$ cat src/rtl/cps_pkg.sv
package cps_pkg;

  // control word field positions; the neighbour power logic decodes these
  localparam int B_ARR_HS     = 0;
  localparam int B_SNP_HS     = 1;
  localparam int B_HS_CLAMP   = 8;
  localparam int B_HS_EN      = 9;
  localparam int B_HS_RST     = 10;
  localparam int B_SYS_RST    = 12;
  localparam int B_SNP_CLAMP  = 14;
  localparam int B_ARR_CLAMP  = 15;
  localparam int CNT_LSB      = 16;
  localparam int CNT_W        = 12;
  localparam int B_RAIL       = 28;

  // clock control bits
  localparam int C_ENABLE     = 0;
  localparam int C_HW         = 1;

  typedef enum logic [3:0] {
    ST_IDLE, ST_INIT, ST_OVR_ON, ST_WAIT_A, ST_CLAMP_REL, ST_ARR_HS,
    ST_WAIT_B, ST_CLK_SW, ST_HSC_REL, ST_WAIT_C, ST_OVR_OFF, ST_RST_REL,
    ST_WAIT_D, ST_RAIL, ST_CLK_HW, ST_FINISH
  } seq_state_t;

  typedef struct packed {
    logic loadInit;
    logic ovrSet;
    logic arrClampRel;
    logic arrHsSet;
    logic clkSwOn;
    logic hsClampRel;
    logic ovrClr;
    logic resetRel;
    logic railSet;
    logic clkHwOn;
  } seq_strobe_t;

  function automatic logic [31:0] initWord(input int hsCount);
    logic [31:0] w;
    w = '0;
    w[B_HS_CLAMP]  = 1'b1;
    w[B_HS_EN]     = 1'b1;
    w[B_HS_RST]    = 1'b1;
    w[B_SYS_RST]   = 1'b1;
    w[B_SNP_CLAMP] = 1'b1;
    w[B_ARR_CLAMP] = 1'b1;
    w[CNT_LSB +: CNT_W] = CNT_W'(hsCount);
    return w;
  endfunction

endpackage

$ cat src/rtl/cps_timer.sv
module cps_timer #(
  parameter int W = 8
) (
  input  logic         clk,
  input  logic         rstN,
  input  logic         load,
  input  logic [W-1:0] loadVal,
  output logic         zero
);
  logic [W-1:0] cnt;

  always_ff @(posedge clk) begin
    if (!rstN) begin
      cnt <= '0;
    end else if (load) begin
      cnt <= loadVal;
    end else if (cnt != '0) begin
      cnt <= cnt - 1'b1;
    end
  end

  assign zero = (cnt == '0);
endmodule

$ cat src/rtl/cps_ctrl.sv
module cps_ctrl
  import cps_pkg::*;
#(
  parameter int SHORT_CYC = 8,
  parameter int LONG_CYC  = 216,
  parameter int TMR_W     = 8
) (
  input  logic             clk,
  input  logic             rstN,
  input  logic             startPulse,
  input  logic             hsOnSts,
  input  logic             tmrZero,
  output logic             tmrLoad,
  output logic [TMR_W-1:0] tmrVal,
  output seq_strobe_t      stb,
  output logic             busy,
  output logic             done
);
  localparam logic [TMR_W-1:0] SHORT_LOAD = TMR_W'(SHORT_CYC - 1);
  localparam logic [TMR_W-1:0] LONG_LOAD  = TMR_W'(LONG_CYC - 1);

  seq_state_t state, nextState;

  always_ff @(posedge clk) begin
    if (!rstN) state <= ST_IDLE;
    else       state <= nextState;
  end

  always_comb begin
    nextState = state;
    stb       = '0;
    tmrLoad   = 1'b0;
    tmrVal    = SHORT_LOAD;
    unique case (state)
      ST_IDLE:      if (startPulse) nextState = hsOnSts ? ST_FINISH : ST_INIT;
      ST_INIT:      begin stb.loadInit = 1'b1; nextState = ST_OVR_ON; end
      ST_OVR_ON:    begin stb.ovrSet = 1'b1; tmrLoad = 1'b1; nextState = ST_WAIT_A; end
      ST_WAIT_A:    if (tmrZero) nextState = ST_CLAMP_REL;
      ST_CLAMP_REL: begin stb.arrClampRel = 1'b1; nextState = ST_ARR_HS; end
      ST_ARR_HS:    begin stb.arrHsSet = 1'b1; tmrLoad = 1'b1; nextState = ST_WAIT_B; end
      ST_WAIT_B:    if (tmrZero) nextState = ST_CLK_SW;
      ST_CLK_SW:    begin stb.clkSwOn = 1'b1; nextState = ST_HSC_REL; end
      ST_HSC_REL:   begin stb.hsClampRel = 1'b1; tmrLoad = 1'b1; nextState = ST_WAIT_C; end
      ST_WAIT_C:    if (tmrZero) nextState = ST_OVR_OFF;
      ST_OVR_OFF:   begin stb.ovrClr = 1'b1; nextState = ST_RST_REL; end
      ST_RST_REL:   begin
                      stb.resetRel = 1'b1; tmrLoad = 1'b1; tmrVal = LONG_LOAD;
                      nextState = ST_WAIT_D;
                    end
      ST_WAIT_D:    if (tmrZero) nextState = ST_RAIL;
      ST_RAIL:      begin stb.railSet = 1'b1; nextState = ST_CLK_HW; end
      ST_CLK_HW:    begin stb.clkHwOn = 1'b1; nextState = ST_FINISH; end
      ST_FINISH:    nextState = ST_IDLE;
      default:      nextState = ST_IDLE;
    endcase
  end

  assign busy = (state != ST_IDLE);
  assign done = (state == ST_FINISH);
endmodule

$ cat src/rtl/cps_datapath.sv
module cps_datapath
  import cps_pkg::*;
#(
  parameter int HS_COUNT = 16
) (
  input  logic        clk,
  input  logic        rstN,
  input  seq_strobe_t stb,
  output logic [31:0] ctlWord,
  output logic        dbgRstOvr,
  output logic [1:0]  clkCtl
);
  localparam logic [31:0] INIT_WORD = initWord(HS_COUNT);

  always_ff @(posedge clk) begin
    if (!rstN) begin
      ctlWord   <= '0;
      dbgRstOvr <= 1'b0;
      clkCtl    <= '0;
    end else begin
      if (stb.loadInit) ctlWord <= INIT_WORD;
      if (stb.arrClampRel) begin
        ctlWord[B_SNP_CLAMP] <= 1'b0;
        ctlWord[B_ARR_CLAMP] <= 1'b0;
      end
      if (stb.arrHsSet) begin
        ctlWord[B_ARR_HS] <= 1'b1;
        ctlWord[B_SNP_HS] <= 1'b1;
      end
      if (stb.hsClampRel) ctlWord[B_HS_CLAMP] <= 1'b0;
      if (stb.resetRel) begin
        ctlWord[B_HS_RST]  <= 1'b0;
        ctlWord[B_SYS_RST] <= 1'b0;
      end
      if (stb.railSet) ctlWord[B_RAIL] <= 1'b1;
      if (stb.ovrSet) dbgRstOvr <= 1'b1;
      if (stb.ovrClr) dbgRstOvr <= 1'b0;
      if (stb.clkSwOn) begin
        clkCtl[C_ENABLE] <= 1'b1;
        clkCtl[C_HW]     <= 1'b0;
      end
      if (stb.clkHwOn) begin
        clkCtl[C_ENABLE] <= 1'b1;
        clkCtl[C_HW]     <= 1'b1;
      end
    end
  end
endmodule

$ cat src/rtl/cache_pwrup_seq.sv
module cache_pwrup_seq
  import cps_pkg::*;
#(
  parameter int CYC_PER_US = 4,
  parameter int SHORT_US   = 2,
  parameter int LONG_US    = 54,
  parameter int HS_COUNT   = 16
) (
  input  logic        clk,
  input  logic        rstN,
  input  logic        startPulse,
  input  logic        hsOnSts,
  output logic [31:0] ctlWord,
  output logic        cacheArrHs,
  output logic        snoopArrHs,
  output logic        hsClamp,
  output logic        hsEnable,
  output logic        hsReset,
  output logic        sysReset,
  output logic        snoopArrClamp,
  output logic        cacheArrClamp,
  output logic        railOnReq,
  output logic        dbgRstOvr,
  output logic [1:0]  clkCtl,
  output logic        done
);
  localparam int SHORT_CYC = CYC_PER_US * SHORT_US;
  localparam int LONG_CYC  = CYC_PER_US * LONG_US;
  localparam int TMR_W     = (LONG_CYC > 2) ? $clog2(LONG_CYC) : 1;

  seq_strobe_t      stb;
  logic             tmrLoad;
  logic [TMR_W-1:0] tmrVal;
  logic             tmrZero;
  logic             busy;

  cps_ctrl #(.SHORT_CYC(SHORT_CYC), .LONG_CYC(LONG_CYC), .TMR_W(TMR_W)) ctrl (
    .clk(clk), .rstN(rstN), .startPulse(startPulse), .hsOnSts(hsOnSts),
    .tmrZero(tmrZero), .tmrLoad(tmrLoad), .tmrVal(tmrVal), .stb(stb),
    .busy(busy), .done(done)
  );

  cps_timer #(.W(TMR_W)) timer (
    .clk(clk), .rstN(rstN), .load(tmrLoad), .loadVal(tmrVal), .zero(tmrZero)
  );

  cps_datapath #(.HS_COUNT(HS_COUNT)) dp (
    .clk(clk), .rstN(rstN), .stb(stb), .ctlWord(ctlWord),
    .dbgRstOvr(dbgRstOvr), .clkCtl(clkCtl)
  );

  assign cacheArrHs    = ctlWord[B_ARR_HS];
  assign snoopArrHs    = ctlWord[B_SNP_HS];
  assign hsClamp       = ctlWord[B_HS_CLAMP];
  assign hsEnable      = ctlWord[B_HS_EN];
  assign hsReset       = ctlWord[B_HS_RST];
  assign sysReset      = ctlWord[B_SYS_RST];
  assign snoopArrClamp = ctlWord[B_SNP_CLAMP];
  assign cacheArrClamp = ctlWord[B_ARR_CLAMP];
  assign railOnReq     = ctlWord[B_RAIL];
endmodule

$ cat config.mk
export PLATFORM = sky130hd
export DESIGN_NAME = cache_pwrup_seq
export DESIGN_NICKNAME = d
export VERILOG_FILES = /design/src/rtl/cps_pkg.sv /design/src/rtl/cps_timer.sv /design/src/rtl/cps_ctrl.sv /design/src/rtl/cps_datapath.sv /design/src/rtl/cache_pwrup_seq.sv
export SDC_FILE = /design/constraint.sdc
export NUM_CORES = 1
export LEC_CHECK = 0
export CAP_MARGIN = 30
export CELL_PAD_IN_SITES_DETAIL_PLACEMENT = 1
export CELL_PAD_IN_SITES_GLOBAL_PLACEMENT = 1
export CORE_UTILIZATION = 35
export CTS_BUF_LIST = sky130_fd_sc_hd__clkbuf_8
export DETAILED_ROUTE_END_ITERATION = 8
export PLACE_DENSITY_LB_ADDON = 0.1
export SLEW_MARGIN = 20
export SYNTH_ARGS = -nofsm -noshare
export SYNTH_HDL_FRONTEND = slang
export SYNTH_SLANG_ARGS = --single-unit
$ cat constraint.sdc
create_clock -name clk -period 3.1 [get_ports clk]
set_input_delay 0.62 -clock clk [delete_from_list [all_inputs] [get_ports clk]]
set_output_delay 0.62 -clock clk [all_outputs]
set_load 0.1 [all_outputs]
==> results.json, run 1 <==
{
  "multi_input_area_um2": 681.9,
  "cts_hold_buf": 0,
  "rsz0062_at_grt": "false",
  "hold-path-endpoint": "dp.clkCtl[0]",
  "r2r_slack_ns": 1.20,
  "gr-total-overflow": 0,
  "drc": 0,
  "postCtsResizedCells": 0,
  "pin_count": 49,
  "layout.cells.non_filler": 219,
  "synth_cell_type_count": 39,
  "cts.path.max_buffers": 2,
  "via_count": 1046,
  "crit_arrival_ns": 1.67,
  "finalMaxSlewViolations": 0,
  "synth_area_leaders": "dfxtp_1 (31%), buf_4 (20%), a21oi_1 (4.5%)",
  "finalSetupViolations": 0,
  "seq_area_um2": 420.4,
  "skew_ns": 0.005555,
  "fmax_mhz": 437.6,
  "synth-edff-count": 0,
  "ant_nets": 0,
  "synth_top_area_share_pct": 31.31,
  "status": "finished, final reports clean",
  "finalHoldViolCount": 0,
  "utilization_pct": 39.13,
  "synth_seq_cells": 21,
  "async_reset_ff_share_pct": 0,
  "yosysSeqAreaShare_pct": 31.31,
  "synth_area_per_cell_um2": 8.236,
  "io_buffers": 26,
  "root_buffer": "clkbuf_8",
  "whs_ns": 0.4726,
  "reg2reg_depth": 4,
  "cts_buffers": 3,
  "place_congestion": 0.7445,
  "clock-sinks": 21,
  "hold_class": "reg2reg",
  "min_path_cells": 2,
  "placementRows": 22,
  "dr.pass1.iters": 4,
  "fin_crit_ns": 2.285,
  "ctsHtreeMaxLevel": 1,
  "dieHeight_um": 63.94,
  "ys.flop_type": "dfxtp_1",
  "synth_cells": 163,
  "clkLatencyLatePin_ns": 0.26,
  "cp-start-kind": "register",
  "die_area_mm2": 0.004088,
  "end_kind": "output pin",
  "grt_max_degree": 21,
  "hp-start": "dp.clkCtl[0]",
  "wirelength_um": 2804,
  "crit_type": "reg2out",
  "grt_pass1_vias": 1027,
  "drv_cap": 0,
  "fp.dieW_um": 63.94,
  "antenna_found_initial": 0,
  "dpl.hpwl_um": 2078,
  "max_slew_margin_pct": 56.46,
  "diodes": 0,
  "yosysWarnings": 0,
  "synth_area_leader_cell": "dfxtp_1",
  "cp_max_fo": 20,
  "tns_ns": 0,
  "worstPathRequired_ns": 2.48,
  "clkTransAtPathRegs_ns": 0.08,
  "area.growth.synth_to_final_pct": 6.710,
  "syn_area_mm2": 0.001343,
  "start_util_pct": 36.67,
  "r2r_end": "ctrl.state[1]",
  "final_nets": 178,
  "viasPerCell": 4.776,
  "drive_gt1_share_pct": 19.30,
  "cts_setup_buffers": 0,
  "post-place-cells": 215,
  "core_area_mm2": 0.003661,
  "tightestPinTransition_ns": 0.6522,
  "fillers": 447,
  "grt_pass1_wl_um": 4754,
  "avgRoutedWirePerCell_um": 12.80,
  "grtUsageTotal_pct": 14.51,
  "r2r_start": "ctrl.state[1]",
  "cts_tree": "done",
  "drt_iter0_markers": 52,
  "period_share_pct": 73.72
}
[stage by stage]
stage,instance area [µm²],worst slack [ns]
3_3_place_gp,1388,1.181
2_1_floorplan,1421,0.3805
3_5_place_dp,1388,1.091
6_report,1433,0.8146
4_1_cts,1433,0.7946
5_1_grt,1433,0.6680
[state kept, by name, summed over array words and instances (netlist names)]
| register | cells |
|---|---|
| dp.clkCtl | 2 |
| ctrl.state | 4 |
| dp.ctlWord | 6 |
| timer.cnt | 8 |
| dp.dbgRstOvr | 1 |
[worst max-delay path, cell delays in order, from the launching register on]
cell     delay (ns)
dfxtp_1        0.74
nand2_1        0.17
nor2_1         0.19
buf_4          0.32
[worst max-delay path by stage]
| stage | start | endpoint | slack, ns | depth (start not counted) |
|---|---|---|---|---|
| 2_1_floorplan | ctrl.state[2] | done | 0.38 | 4 |
| 3_3_place_gp | ctrl.state[0] | done | 1.18 | 3 |
| 3_5_place_dp | ctrl.state[0] | done | 1.09 | 3 |
| 4_1_cts | ctrl.state[0] | done | 0.79 | 3 |
| 5_1_grt | ctrl.state[0] | done | 0.67 | 3 |
| 6_report | ctrl.state[0] | done | 0.81 | 3 |
[cells in the mapped netlist, types with 2 or more instances]
library cell	count
nor3_1	6
nor2_1	11
nand2_1	10
a21oi_1	12
inv_1	6
or2_2	2
buf_4	35
o21a_1	3
a211oi_1	2
o21ai_0	7
buf_2	3
o31ai_1	2
dfxtp_1	21
buf_1	2
ha_1	2
a311oi_1	3
xnor2_1	5
nand2b_1	3
clkbuf_1	3
a31oi_1	4
xor2_1	3
[routing by layer]
layer  part of all wire (%)  GRT usage, %
met5                      0             0
met4                   0.61         4.261
met3                    3.1         2.143
met2                     53         26.73
met1                     43         17.10
[placed cells by master (no fill, tap or decap), types with 3 or more instances in the layout]
| cell type | instances |
|---|---|
| buf_4 | 23 |
| conb_1 | 22 |
| dfxtp_1 | 21 |
| a21oi_1 | 12 |
| nor2_1 | 11 |
| nand2_1 | 10 |
| inv_1 | 7 |
| o21ai_0 | 7 |
| nor3_1 | 6 |
| xnor2_1 | 5 |
| a31oi_1 | 4 |
| xor2_1 | 3 |
| nand2b_1 | 3 |
| a311oi_1 | 3 |
| o21a_1 | 3 |
| clkbuf_8 | 3 |
| clkdlybuf4s50_1 | 3 |
[area by class of cell]
cell class	instances	area share, %
Multi-Input combinational cell	114	47.60
Inverter	6	1.572
Timing Repair Buffer	26	14.15
Clock inverter	1	0.2620
Tap cell	48	4.192
Clock buffer	3	2.882
Sequential cell	21	29.35
[logic make-up (layout without fill, tap and decap cells)]
kind of cell | after synthesis | count (layout) | share of synthesized area (%)
and+or+nand+nor | 41 | 41 | 16.96
other | 1 | 22 | 0.2793
buffers and inverters | 49 | 36 | 23.76
AOI/OAI and AO/OA | 40 | 40 | 19.85
muxes | 1 | 1 | 0.7456
DFF | 21 | 21 | 31.31
adders and majority gates | 2 | 2 | 1.864
xor gates and xnor gates | 8 | 8 | 5.219
Power of run 1 is left out: the tool's default activity adds up to more than one toggle a clock period on the data nets, which glitch-free logic cannot reach.
==> inputs of run 2 (changes only) <==
--- a/config.mk
+++ b/config.mk
@@ -8,7 +8,7 @@
 export CAP_MARGIN = 30
 export CELL_PAD_IN_SITES_DETAIL_PLACEMENT = 1
 export CELL_PAD_IN_SITES_GLOBAL_PLACEMENT = 1
-export CORE_UTILIZATION = 35
+export CORE_UTILIZATION = 30
 export CTS_BUF_LIST = sky130_fd_sc_hd__clkbuf_8
 export DETAILED_ROUTE_END_ITERATION = 8
 export PLACE_DENSITY_LB_ADDON = 0.1
==> constraint.sdc (replaced) <==
create_clock -name clk -period 2 [get_ports clk]
set_input_delay 0.4 -clock clk [delete_from_list [all_inputs] [get_ports clk]]
set_output_delay 0.4 -clock clk [all_outputs]
set_load 0.1 [all_outputs]
==> run 2 against run 1 <==
Effect of this change:
- wire length up 6.5%
- critical path depth unchanged
- first-iteration DRC count grew 9.6%
- register-to-register slack got worse by 0.87 ns
- final cell count rose by 3.2%
- die area is 16% higher
- core utilization shrank 1.8 points
- clock skew decreased by 0.0021 ns
- via count rose by 1.1%
- critical path type unchanged
==> results.json, run 2 (synthesis gave the netlist of run 1 again) <==
{
  "status": "finished, final reports clean",
  "cp_num_buf_inv": 1,
  "hp-start": "dp.clkCtl[0]",
  "start_util_pct": 32.40,
  "die_area_mm2": 0.004747,
  "crit_chain": "nand2_1, nor2_4, buf_12",
  "dieHeight_um": 68.90,
  "clock-sinks": 21,
  "viasPerCell": 4.677,
  "ctsHtreeMaxLevel": 1,
  "cts_setup_buffers": 0,
  "finalHoldViolCount": 0,
  "io_buffers": 26,
  "drive_gt1_share_pct": 23.30,
  "skew_ns": 0.003410,
  "placementRows": 23,
  "ant_nets": 0,
  "cp_max_fo": 14,
  "wirelength_um": 2986,
  "final_nets": 183,
  "dr.pass1.iters": 4,
  "grt_pass1_vias": 1016,
  "cts.path.max_buffers": 2,
  "cp-start-kind": "register",
  "worstPathRequired_ns": 1.60,
  "r2r_start": "ctrl.state[3]",
  "fillers": 507,
  "avgRoutedWirePerCell_um": 13.21,
  "cts_tree": "done",
  "period_share_pct": 93.08,
  "final_cell_mix": "buf_4 (23), conb_1 (22), dfxtp_1 (19), a21oi_1 (12)",
  "largest_reg_flops": 8,
  "crit_arrival_ns": 1.46,
  "crit_type": "reg2out",
  "final_common_cell": "buf_4",
  "finalMaxSlewViolations": 0,
  "finalSetupViolations": 0,
  "area.growth.synth_to_final_pct": 15.10,
  "max_slew_margin_pct": 63.14,
  "cp_slowest_cell": "dfxtp_1",
  "hold-path-endpoint": "dp.clkCtl[0]",
  "diodes": 0,
  "antenna_found_initial": 0,
  "gr-total-overflow": 0,
  "hold_class": "reg2reg",
  "rsz0062_at_grt": "false",
  "via_count": 1057,
  "fp.dieW_um": 68.90,
  "drc": 0,
  "crit_cells": 3,
  "clkTransAtPathRegs_ns": 0.08,
  "fin_crit_ns": 1.862,
  "place_congestion": 0.7554,
  "clkLatencyLatePin_ns": 0.26,
  "end_kind": "output pin",
  "dpl.hpwl_um": 2254,
  "root_buffer": "clkbuf_8",
  "largest_register": "timer.cnt",
  "multi_input_area_um2": 689.4,
  "seq_area_um2": 422.9,
  "r2r_slack_ns": 0.33,
  "slowest_delay_ns": 0.63,
  "drv_cap": 0,
  "pin_count": 49,
  "grt_pass1_wl_um": 4850,
  "core_area_mm2": 0.004144,
  "min_path_cells": 2,
  "tightestPinTransition_ns": 0.5522,
  "fmax_mhz": 537.2,
  "grtUsageTotal_pct": 13.72,
  "largest_registers": "timer.cnt (8), dp.ctlWord (6), ctrl.state (4)",
  "grt_max_degree": 18,
  "cp_top_family": "flip-flops",
  "tns_ns": 0,
  "drt_iter0_markers": 57,
  "r2r_end": "timer.cnt[7]",
  "reg2reg_depth": 4,
  "cts_buffers": 3
}
==> run 2: changes by cell type in the layout (fill, tap and decap cells not counted), sizes merged <==
cell | previous run | this run
buf | 23 | 28
==> run 2: worst max path at each step <==
stage | start | end | slack, ns
after floorplan | dp.ctlWord[14] | ctlWord[14] | 0.17
after CTS | ctrl.state[2] | done | 0.06
after detailed placement | ctrl.state[3] | timer.cnt[7] | 0.35
after global routing | ctrl.state[1] | done | 0.01
after global placement | ctrl.state[2] | done | 0.40
final | ctrl.state[1] | done | 0.14
==> run 2: cell type report <==
cell class | count | area share (%)
Timing Repair Buffer | 31 | 19.60
Clock buffer | 3 | 2.672
Sequential cell | 21 | 27.37
Multi-Input combinational cell | 114 | 44.62
Clock inverter | 1 | 0.2429
Inverter | 6 | 1.457
Tap cell | 50 | 4.049
==> run 2: layer usage <==
| layer | vias up | global-route usage (%) | part of all wire [%] |
|---|---|---|---|
| met2 | 25 | 24.27 | 50 |
| met5 | - | 0 | 0 |
| met4 | 0 | 2.296 | 0.44 |
| li1 | 528 | - | - |
| met1 | 502 | 16.40 | 45 |
| met3 | 2 | 4.112 | 4.5 |
==> run 2: tightest hold or removal path, stage by stage (launching register included) <==
cell and delay [ns]:
dfxtp_1 0.33, a31oi_1 0.04, nor2_1 0.07
==> run 2: metrics by stage <==
step | utilization, % | std cells | instance area (µm²) | setup slack [ns] | hold WS, ns
global placement | 36.14 | 222 | 1498 | 0.3985 | 0.4702
detailed placement | 36.14 | 222 | 1498 | 0.3506 | 0.4667
floorplan | - | 184 | 1429 | 0.1732 | 0.4843
CTS | 37.23 | 226 | 1543 | 0.05981 | 0.4857
finish | 37.29 | 226 | 1545 | 0.1383 | 0.4754
global route | 37.29 | 226 | 1545 | 0.01473 | 0.5146
==> run 2: what timing repair did <==
| item | CTS | global route |
|---|---|---|
| endpoints found under the setup margin | 0 | 1 |
| hold buffers | 0 | 0 |
| resized for setup | 0 | 2 |
Power of run 2 is left out for the same reason.
